<file path="src/rtl/fpm_dram_ctrl.sv">
module fpm_dram_ctrl #(
  parameter int MUX_W     = 10,
  parameter int DATA_W    = 16,
  parameter int CLK_NS    = 10,
  parameter int T_RCD_NS  = 11,
  parameter int T_RAS_NS  = 50,
  parameter int T_RP_NS   = 30,
  parameter int T_CAS_NS  = 8,
  parameter int T_CAC_NS  = 13,
  parameter int IDLE_CLKS = 8
) (
  input  logic                 clk,
  input  logic                 rst_n,
  input  logic                 req_valid,
  output logic                 req_ready,
  input  logic                 req_write,
  input  logic [2*MUX_W-1:0]   req_addr,
  input  logic [DATA_W-1:0]    req_wdata,
  output logic                 resp_valid,
  output logic [DATA_W-1:0]    resp_rdata,
  input  logic                 ref_req,
  output logic                 ref_done,
  output logic                 dram_ras_n,
  output logic                 dram_cas_n,
  output logic                 dram_we_n,
  output logic                 dram_oe_n,
  output logic [MUX_W-1:0]     dram_addr,
  output logic [DATA_W-1:0]    dram_dq_out,
  output logic                 dram_dq_oe,
  input  logic [DATA_W-1:0]    dram_dq_in
);

  localparam int RCD_RAW  = (T_RCD_NS + CLK_NS - 1) / CLK_NS;
  localparam int RAS_RAW  = (T_RAS_NS + CLK_NS - 1) / CLK_NS;
  localparam int RP_RAW   = (T_RP_NS  + CLK_NS - 1) / CLK_NS;
  localparam int CAS_RAW  = (T_CAS_NS + CLK_NS - 1) / CLK_NS;
  localparam int CAC_RAW  = (T_CAC_NS + CLK_NS - 1) / CLK_NS;
  localparam int RCD_CLKS = (RCD_RAW < 2) ? 2 : RCD_RAW;
  localparam int RAS_CLKS = (RAS_RAW < 1) ? 1 : RAS_RAW;
  localparam int RP_CLKS  = (RP_RAW  < 1) ? 1 : RP_RAW;
  localparam int CAS_CLKS = (CAS_RAW < 1) ? 1 : CAS_RAW;
  localparam int CAC_CLKS = (CAC_RAW < 1) ? 1 : CAC_RAW;
  localparam int IDLE_N   = (IDLE_CLKS < 1) ? 1 : IDLE_CLKS;
  localparam int CW       = $clog2(RCD_CLKS + RAS_CLKS + RP_CLKS + CAS_CLKS + IDLE_N + 2);

  typedef enum logic [2:0] {
    S_IDLE, S_RCD, S_COL, S_CAS, S_PAGE, S_RCAS, S_RRAS
  } state_t;

  state_t              st;
  logic [CW-1:0]       cnt, ras_cnt, pre_cnt, idle_cnt;
  logic [MUX_W-1:0]    open_row, col_q;
  logic [DATA_W-1:0]   wd_q;
  logic                cur_rd, ref_pend;
  logic [CAC_CLKS-1:0] rd_pipe;

  logic [MUX_W-1:0] row_of, col_of;
  logic hit, rd_busy, pre_ok, ras_ok, cas_last, page_ok, accept, close_now, launch;

  assign row_of   = req_addr[2*MUX_W-1:MUX_W];
  assign col_of   = req_addr[MUX_W-1:0];
  assign hit      = (row_of == open_row);
  assign rd_busy  = |rd_pipe;
  assign pre_ok   = (pre_cnt == CW'(RP_CLKS - 1));
  assign ras_ok   = (ras_cnt == CW'(RAS_CLKS - 1));
  assign cas_last = (st == S_CAS) && (cnt == '0);
  assign page_ok  = hit && !ref_pend && !(req_write && rd_busy);

  assign req_ready = ((st == S_IDLE) && pre_ok && !ref_pend) ||
                     ((cas_last || st == S_PAGE) && page_ok);
  assign accept    = req_valid && req_ready;

  assign close_now = (st == S_PAGE) && !accept && ras_ok && !rd_busy &&
                     (ref_pend || (req_valid && !hit) || (idle_cnt == CW'(IDLE_N - 1)));

  assign launch = cur_rd && (st == S_COL || (st == S_RCD && cnt == '0));

  always_ff @(posedge clk) begin
    if (!rst_n) begin
      st          <= S_IDLE;
      cnt         <= '0;
      ras_cnt     <= '0;
      pre_cnt     <= CW'(RP_CLKS - 1);
      idle_cnt    <= '0;
      open_row    <= '0;
      col_q       <= '0;
      wd_q        <= '0;
      cur_rd      <= 1'b0;
      ref_pend    <= 1'b0;
      rd_pipe     <= '0;
      resp_valid  <= 1'b0;
      resp_rdata  <= '0;
      ref_done    <= 1'b0;
      dram_ras_n  <= 1'b1;
      dram_cas_n  <= 1'b1;
      dram_we_n   <= 1'b1;
      dram_oe_n   <= 1'b1;
      dram_addr   <= '0;
      dram_dq_out <= '0;
      dram_dq_oe  <= 1'b0;
    end else begin
      ref_done   <= 1'b0;
      resp_valid <= rd_pipe[CAC_CLKS-1];
      if (rd_pipe[CAC_CLKS-1]) resp_rdata <= dram_dq_in;
      rd_pipe[0] <= launch;
      for (int i = 1; i < CAC_CLKS; i++) rd_pipe[i] <= rd_pipe[i-1];
      if (ref_req) ref_pend <= 1'b1;
      if (!dram_ras_n && !ras_ok) ras_cnt <= ras_cnt + 1'b1;

      case (st)
        S_IDLE: begin
          if (pre_ok && ref_pend) begin
            dram_cas_n <= 1'b0;
            st         <= S_RCAS;
          end else if (accept) begin
            open_row   <= row_of;
            col_q      <= col_of;
            wd_q       <= req_wdata;
            cur_rd     <= !req_write;
            dram_addr  <= row_of;
            dram_ras_n <= 1'b0;
            ras_cnt    <= '0;
            cnt        <= CW'(RCD_CLKS - 1);
            st         <= S_RCD;
          end else if (!pre_ok) begin
            pre_cnt <= pre_cnt + 1'b1;
          end
        end
        S_RCD: begin
          if (cnt == '0) begin
            dram_cas_n <= 1'b0;
            cnt        <= CW'(CAS_CLKS - 1);
            st         <= S_CAS;
          end else begin
            cnt         <= cnt - 1'b1;
            dram_addr   <= col_q;
            dram_we_n   <= cur_rd;
            dram_oe_n   <= !cur_rd;
            dram_dq_oe  <= !cur_rd;
            dram_dq_out <= wd_q;
          end
        end
        S_COL: begin
          dram_cas_n <= 1'b0;
          cnt        <= CW'(CAS_CLKS - 1);
          st         <= S_CAS;
        end
        S_CAS: begin
          if (cnt != '0) begin
            cnt <= cnt - 1'b1;
          end else begin
            dram_cas_n <= 1'b1;
            if (accept) begin
              dram_addr   <= col_of;
              dram_we_n   <= !req_write;
              dram_oe_n   <= req_write;
              dram_dq_oe  <= req_write;
              dram_dq_out <= req_wdata;
              cur_rd      <= !req_write;
              st          <= S_COL;
            end else begin
              dram_we_n  <= 1'b1;
              dram_dq_oe <= 1'b0;
              idle_cnt   <= '0;
              st         <= S_PAGE;
            end
          end
        end
        S_PAGE: begin
          if (accept) begin
            dram_addr   <= col_of;
            dram_we_n   <= !req_write;
            dram_oe_n   <= req_write;
            dram_dq_oe  <= req_write;
            dram_dq_out <= req_wdata;
            cur_rd      <= !req_write;
            st          <= S_COL;
          end else if (close_now) begin
            dram_ras_n <= 1'b1;
            dram_oe_n  <= 1'b1;
            pre_cnt    <= '0;
            st         <= S_IDLE;
          end else if (idle_cnt != CW'(IDLE_N - 1)) begin
            idle_cnt <= idle_cnt + 1'b1;
          end
        end
        S_RCAS: begin
          dram_ras_n <= 1'b0;
          ras_cnt    <= '0;
          st         <= S_RRAS;
        end
        S_RRAS: begin
          if (ras_ok) begin
            dram_ras_n <= 1'b1;
            dram_cas_n <= 1'b1;
            pre_cnt    <= '0;
            ref_done   <= 1'b1;
            ref_pend   <= ref_req;
            st         <= S_IDLE;
          end
        end
        default: st <= S_IDLE;
      endcase
    end
  end

endmodule

</file>
<file path="config.mk">
export PLATFORM = sky130hd
export DESIGN_NAME = fpm_dram_ctrl
export DESIGN_NICKNAME = d
export VERILOG_FILES = /design/src/rtl/fpm_dram_ctrl.sv
export SDC_FILE = /design/constraint.sdc
export NUM_CORES = 1
export LEC_CHECK = 0
export BUFFER_PORTS_ARGS = -buffer_cell sky130_fd_sc_hd__buf_2
export CAP_MARGIN = 20
export CORE_MARGIN = 5
export CORE_UTILIZATION = 35
export CTS_BUF_LIST = sky130_fd_sc_hd__clkbuf_8
export DETAILED_ROUTE_END_ITERATION = 10
export GPL_TIMING_DRIVEN = 1
export PLACE_DENSITY = 0.64
export SETUP_SLACK_MARGIN = 0.1
export SYNTH_ARGS = -nofsm -noshare
export SYNTH_HDL_FRONTEND = slang
export SYNTH_SLANG_ARGS = --single-unit
export TNS_END_PERCENT = 50
</file>
<file path="constraint.sdc">
create_clock -name clk -period 7.9 [get_ports clk]
set_clock_uncertainty 0.05 [all_clocks]
set_input_delay 0.79 -clock clk [delete_from_list [all_inputs] [get_ports clk]]
set_output_delay 0.79 -clock clk [all_outputs]
set_load 0.01 [all_outputs]
</file>
==> results.txt, run 1 <==
Placed Instance Area -> 0.00590 sq mm
final critical-path share of the clock period -> 44.6%
gr usage total -> 16.0%
Final setup viols -> 0
core region area -> 0.0146 sq mm
Remaining DRCs -> 0
routed wire length per instance -> 15.2 microns
mapped cell area -> 0.00525 sq mm
ys flop type -> dfxtp_1
Post-synth EDFFs -> 0
final instance area -> 0.00613 sq mm
CTS resizes -> 0
Slew Viols, Final -> 0
share of layout cells above drive strength 1 -> 20.5%
RSZ-0062 raised after global routing -> no
DRT Pass-1 Iters -> 5
DP HPWL -> 9690 microns
Worst-Margin Slew -> 1.12 ns
pin count of the biggest net entering global routing -> 93
initial DRC count -> 283
routability congestion estimate -> 0.803
Worst Path Required -> 8.16 ns
fmax -> 0.284 GHz
number of hold buffers added after cts -> 0
power per cell area -> 330 mW/mm^2
commonest cells after routing, fill and taps aside -> 132 x nand2_1, 112 x dfxtp_1, 106 x buf_2, 68 x a21oi_1, 67 x nor2_1
number of global-route vias before repair -> 4534
register area share after synthesis -> 42.7%
Tot Pwr -> 2.02 mW
Worst IR Drop VDD -> 0.129 mV
max cap viols -> 0
via count -> 4713
CTS Sinks -> 112
Syn. warnings -> 0
Via density -> 5.09
Starting Density -> 35.9%
Critical Path AT -> 3.78 ns
IO Count -> 107
gr ovfl total -> 0
post-CTS setup buffers -> 0
Die Area -> 0.0176 sq mm
Die Ht -> 133 microns
kind of critical path -> flop to flop
Root Buffer -> clkbuf_8
site row count -> 44
initial antenna violation count -> 0
Max FO, Critical Path -> 34
nature of the critical path endpoint -> flop
post-route ant nets -> 0
worst min path class -> flop to flop
CTS clk-pin slew, worst paths -> 0.11 ns
P&R area growth vs syn -> 16.6%
Clk Latency, worst-skew pair -> 0.40 ns
Inserted Clock Buffers -> 9
Synth Instances -> 654
asr flop ratio synth -> 0%
Worst slew margin -> 25.1%
CTS tree -> done
crit path launch type -> flop
cell leakage power -> 2.36 nW
H-Tree Depth -> 3
first-pass GRT wire length -> 23100 microns
chip width -> 133 microns
Port Buffer Count -> 106
register bit total from synthesis -> 112
Antenna Cells -> 0
final net count -> 801
setup TNS -> 0 ns
mean post-synth cell area -> 8.03 sq um
commonest non-fill, non-tap cell in the layout -> nand2_1
outcome -> finished, final reports clean
Netlist cell types -> 52
syn nets -> 718
clock buffer depth -> 2
Total Wirelength -> 14100 microns
min cycle time layout -> 3.53 ns
final hold violations -> 0
-- logic make-up after synthesis --
group	share of synthesized area, %
AOI/OAI and AO/OA	18.8
xor gates and xnor gates	2.33
adders and majority gates	1.67
buffers and inverters	4.86
DFF	42.7
muxes	5.36
and+or+nand+nor	24.3
-- report_power, final --
part           internal [mW]  switching [mW]
sequential             0.680          0.0713
combinational          0.322           0.557
clock                  0.189           0.203
-- layer usage --
| metal | GRT usage, % | part of all wire (%) | wire length (microns) |
|---|---|---|---|
| met1 | 20.5 | 45 | 6260 |
| met2 | 26.4 | 48 | 6760 |
| met3 | 4.18 | 5.7 | 800 |
| met4 | 5.20 | 1.7 | 235 |
| met5 | 0 | 0 | 0 |
-- registers in the layout, summed over array words and instances, names as in the netlist, 2 cells and up --
name	flops
dram_dq_out	16
resp_rdata	16
wd_q	16
col_q	10
dram_addr	10
open_row	10
cnt	5
idle_cnt	5
pre_cnt	5
ras_cnt	5
st	3
rd_pipe	2
-- worst max-delay path: stages, from the launching register on --
cell and delay, ns:
dfxtp_1 0.34, inv_1 0.10, ha_1 0.15, nor4b_4 0.37
a31oi_1 0.15, or4_4 0.61, a211oi_4 0.39, a211o_1 0.88
nor2_1 0.08, a311oi_1 0.29
-- Yosys cell counts (2+ instances only) --
cell type	instances	area, sq um
a211oi_1	2	15.0
a211oi_2	2	25.0
a21o_1	3	22.5
a21oi_1	68	340
a221oi_1	6	52.6
a311oi_1	16	140
a31oi_1	6	37.5
a32oi_1	3	26.3
and2_1	9	56.3
and3_1	2	12.5
buf_1	4	15.0
buf_2	6	30.0
buf_6	3	33.8
clkbuf_1	32	120
dfxtp_1	112	2240
ha_1	7	87.6
inv_1	13	48.8
mux2_2	9	101
mux2i_1	18	180
nand2_1	132	495
nand2b_1	7	43.8
nand3_1	16	80.1
nand3b_1	4	30.0
nand4_1	5	31.3
nor2_1	67	251
nor2b_1	11	68.8
nor3_1	6	30.0
nor3b_1	4	30.0
nor4bb_1	2	20.0
o211ai_1	5	37.5
o21ai_0	22	110
o21bai_1	2	15.0
o22ai_1	4	25.0
o31ai_1	9	67.6
or2_2	2	12.5
or3_1	6	37.5
or4_1	2	15.0
xnor2_1	11	96.3
xor2_1	3	26.3
-- area by class of cell --
class | count | area, sq um
fill | 1545 | 8520
multi-input combinational | 483 | 2760
sequential | 112 | 2240
timing repair buffer | 118 | 621
tap | 184 | 230
clock buffer | 10 | 138
clock inverter | 6 | 90.1
inverter | 13 | 48.8
-- worst paths after layout --
check             startpoint              to  slack (ns)  cells past startpoint
hold reg to reg    dram_we_n       dram_we_n        0.40                      2
setup / recovery      cnt[0]  dram_dq_out[3]        4.37                      9
setup reg to reg      cnt[0]  dram_dq_out[3]        4.37                      9
hold / removal     dram_we_n       dram_we_n        0.40                      2
-- through the flow --
step | utilization, % | setup slack [ns] | hold slack (ns) | instances
2_1_floorplan | - | 5.14 | 0.374 | 654
3_3_place_gp | 40.3 | 4.35 | 0.383 | 910
3_5_place_dp | 40.3 | 4.24 | 0.385 | 910
4_1_cts | 41.8 | 4.37 | 0.400 | 926
5_1_grt | 41.8 | 4.02 | 0.421 | 926
6_report | 41.8 | 4.37 | 0.400 | 926
Power figures use the tool's default switching activity.
==> inputs of run 2 (changes only) <==
--- a/config.mk
+++ b/config.mk
@@ -5,6 +5,7 @@
 export SDC_FILE = /design/constraint.sdc
 export NUM_CORES = 1
 export LEC_CHECK = 0
+export ABC_AREA = 1
 export BUFFER_PORTS_ARGS = -buffer_cell sky130_fd_sc_hd__buf_2
 export CAP_MARGIN = 20
 export CORE_MARGIN = 5
==> constraint.sdc (replaced) <==
create_clock -name clk -period 3.55 [get_ports clk]
set_clock_uncertainty 0.05 [all_clocks]
set_input_delay 0.355 -clock clk [delete_from_list [all_inputs] [get_ports clk]]
set_output_delay 0.355 -clock clk [all_outputs]
set_load 0.01 [all_outputs]
==> results.txt, run 2 <==
GR Util met1 -> 20.0%
Via density -> 4.73
top post-synthesis cells by area -> dfxtp_1 43%, o21ai_0 11%, nor2_1 9.7%
Placed Instance Area -> 0.00584 sq mm
biggest regs -> dram_dq_out (16), resp_rdata (16), wd_q (16)
worst min path class -> input port to flop
post-synthesis compound-gate area fraction -> 19.6%
post-route ant nets -> 0
register area share after synthesis -> 43.3%
Antenna Cells -> 0
IO Count -> 107
final hold violations -> 0
Clk Latency, worst-skew pair -> 0.38 ns
DRT Pass-1 Iters -> 5
Remaining DRCs -> 0
reg-to-reg endpoint -> dram_dq_out[11]
routed wire length per instance -> 12.6 microns
gr ovfl total -> 0
Worst-Margin Slew -> 0.649 ns
clock buffer depth -> 2
chip width -> 132 microns
gr usage total -> 14.6%
final critical-path share of the clock period -> 74.2%
commonest non-fill, non-tap cell in the layout -> nor2_1
Critical Path Max Stage Delay -> 0.69 ns
Worst Path Required -> 3.78 ns
worst hold endpoint -> resp_rdata[5]
site row count -> 44
worst r2r path cells -> 11
cell leakage power -> 2.79 nW
Worst Hold Depth -> 3
Die Ht -> 132 microns
CTS tree -> done
commonest cells after routing, fill and taps aside -> 133 x nor2_1, 112 x o21ai_0, 112 x dfxtp_1, 106 x buf_2, 101 x nand2_1
grt met2 use -> 22.9%
Synth Area in Simple Gates -> 24.5%
Slew Viols, Final -> 0
initial antenna violation count -> 0
most frequent cell after synthesis -> nor2_1
Synth Instances -> 743
Netlist cell types -> 31
Worst slew margin -> 56.7%
Crit path max-delay family -> simple AND/OR/NAND/NOR gates
register bit total from synthesis -> 112
Max FO, Critical Path -> 17
initial DRC count -> 354
top cell type's share of synthesized area -> 43.3%
kind of critical path -> flop to flop
H-Tree Depth -> 3
Fillers -> 1573
via count -> 4829
power per cell area -> 709 mW/mm^2
syn nets -> 807
CTS clk-pin slew, worst paths -> 0.10 ns
CTS resizes -> 0
post-synthesis mux area share -> 0%
ys flop type -> dfxtp_1
Top Usage Layer GRT -> met2
Post-synth EDFFs -> 0
pin count of the biggest net entering global routing -> 73
routability congestion estimate -> 0.879
M3 GR Usage -> 2.79%
RSZ-0062 raised after global routing -> no
Syn. warnings -> 0
Worst IR Drop VDD -> 0.243 mV
RR Startpoint -> st[2]
dominant cell type by area after synthesis -> dfxtp_1
worst-path cell chain -> nand2_2 > a21oi_1 > nand3_1 > nand2_1 > nand3_2 > nand2_1 > nand2_2 > nor2_8 > inv_2 > nor2_1 > nor2_1
number of hold buffers added after cts -> 0
Total Wirelength -> 12900 microns
min-delay src -> dram_dq_in[5]
Final Util -> 41.3%
final net count -> 898
mapped cell area -> 0.00517 sq mm
number of global-route vias before repair -> 4422
mean post-synth cell area -> 6.96 sq um
Inserted Clock Buffers -> 9
Adder-Cell Fraction of Synth Area -> 1.69%
min cycle time layout -> 2.64 ns
fmax -> 0.379 GHz
r2r setup slk -> 0.91 ns
Starting Density -> 35.6%
first-pass GRT wire length -> 21500 microns
core region area -> 0.0145 sq mm
CTS Sinks -> 112
nature of the critical path endpoint -> flop
Synth Area in XOR/XNOR -> 1.02%
Root Buffer -> clkbuf_8
Buf/Inv on CP -> 1
crit path launch type -> flop
outcome -> finished, final reports clean
Final setup viols -> 0
largest family of logic cells by synthesized area -> simple AND/OR/NAND/NOR gates
final instance area -> 0.00601 sq mm
Die Area -> 0.0173 sq mm
Critical Path AT -> 2.87 ns
Port Buffer Count -> 106
asr flop ratio synth -> 0%
Slowest cell on crit path -> dfxtp_1
max cap viols -> 0
share of layout cells above drive strength 1 -> 17.2%
setup TNS -> 0 ns
top post-synthesis cells by count -> 133 x nor2_1, 112 x dfxtp_1, 112 x o21ai_0
DP HPWL -> 9150 microns
post-CTS setup buffers -> 0
P&R area growth vs syn -> 16.1%
==> run 2: cell types whose count changed after synthesis, moves of 11 or more <==
cell,previous run,this run
nand2_1,132,101
inv_1,13,93
nor2_1,67,133
nor2b_1,11,0
xnor2_1,11,0
nand4_1,5,17
a21oi_1,68,57
a311oi_1,16,0
mux2i_1,18,0
a22oi_1,0,12
o21ai_0,22,112
==> run 2: per-layer routing <==
metal  wire (microns)  vias up
met3              544       12
met1             6410     2129
met5                0        -
met2             5710      109
li1                 -     2579
met4              201        0
==> run 2: power breakdown <==
part / total (mW) / switching [mW] / internal [mW]
combinational: 1.80 / 1.18 / 0.625
sequential: 1.75 / 0.191 / 1.56
clock: 0.702 / 0.432 / 0.270
==> run 2: cells by family after synthesis <==
group                    Yosys count
flip-flops                       112
adder cells (fa/ha/maj)            7
XOR/XNOR                           6
AND/OR/NAND/NOR                  294
buffers and inverters            131
AO/OA/AOI/OAI                    193
==> run 2: worst max-delay path by stage <==
stage               startpoint               to  depth (start not counted)
detailed placement       st[2]  dram_dq_out[12]                         11
global route             st[2]     dram_addr[7]                         10
finish                   st[2]  dram_dq_out[11]                         11
floorplan               cnt[0]         col_q[4]                         12
global placement         st[2]   dram_dq_out[0]                         11
CTS                      st[2]  dram_dq_out[12]                         11
==> run 2: final cells by class <==
cell class | count | area, sq um | share of cell area [%]
Inverter | 99 | 372 | 6.19
Clock inverter | 4 | 28.8 | 0.479
Clock buffer | 10 | 138 | 2.29
Tap cell | 184 | 230 | 3.83
Sequential cell | 112 | 2240 | 37.3
Timing Repair Buffer | 112 | 576 | 9.58
Multi-Input combinational cell | 500 | 2420 | 40.3
==> run 2: worst reg2reg max path, cell delays in order, from the launching register on <==
cell and delay, ns:
dfxtp_1 0.69, nand2_2 0.23, a21oi_1 0.19, nand3_1 0.13
nand2_1 0.10, nand3_2 0.21, nand2_1 0.19, nand2_2 0.13
nor2_8 0.24, inv_2 0.20, nor2_1 0.13, nor2_1 0.06
==> run 2: metrics by stage <==
step	setup WS [ns]	hold slack (ns)	total power, mW	instances
after floorplan	1.54	0.357	3.08	743
after CTS	0.927	0.108	4.31	1021
final	0.914	0.142	4.26	1021
after global routing	0.600	0.125	4.66	1021
after detailed placement	0.940	0.373	3.59	1007
after global placement	0.992	0.372	3.59	1007
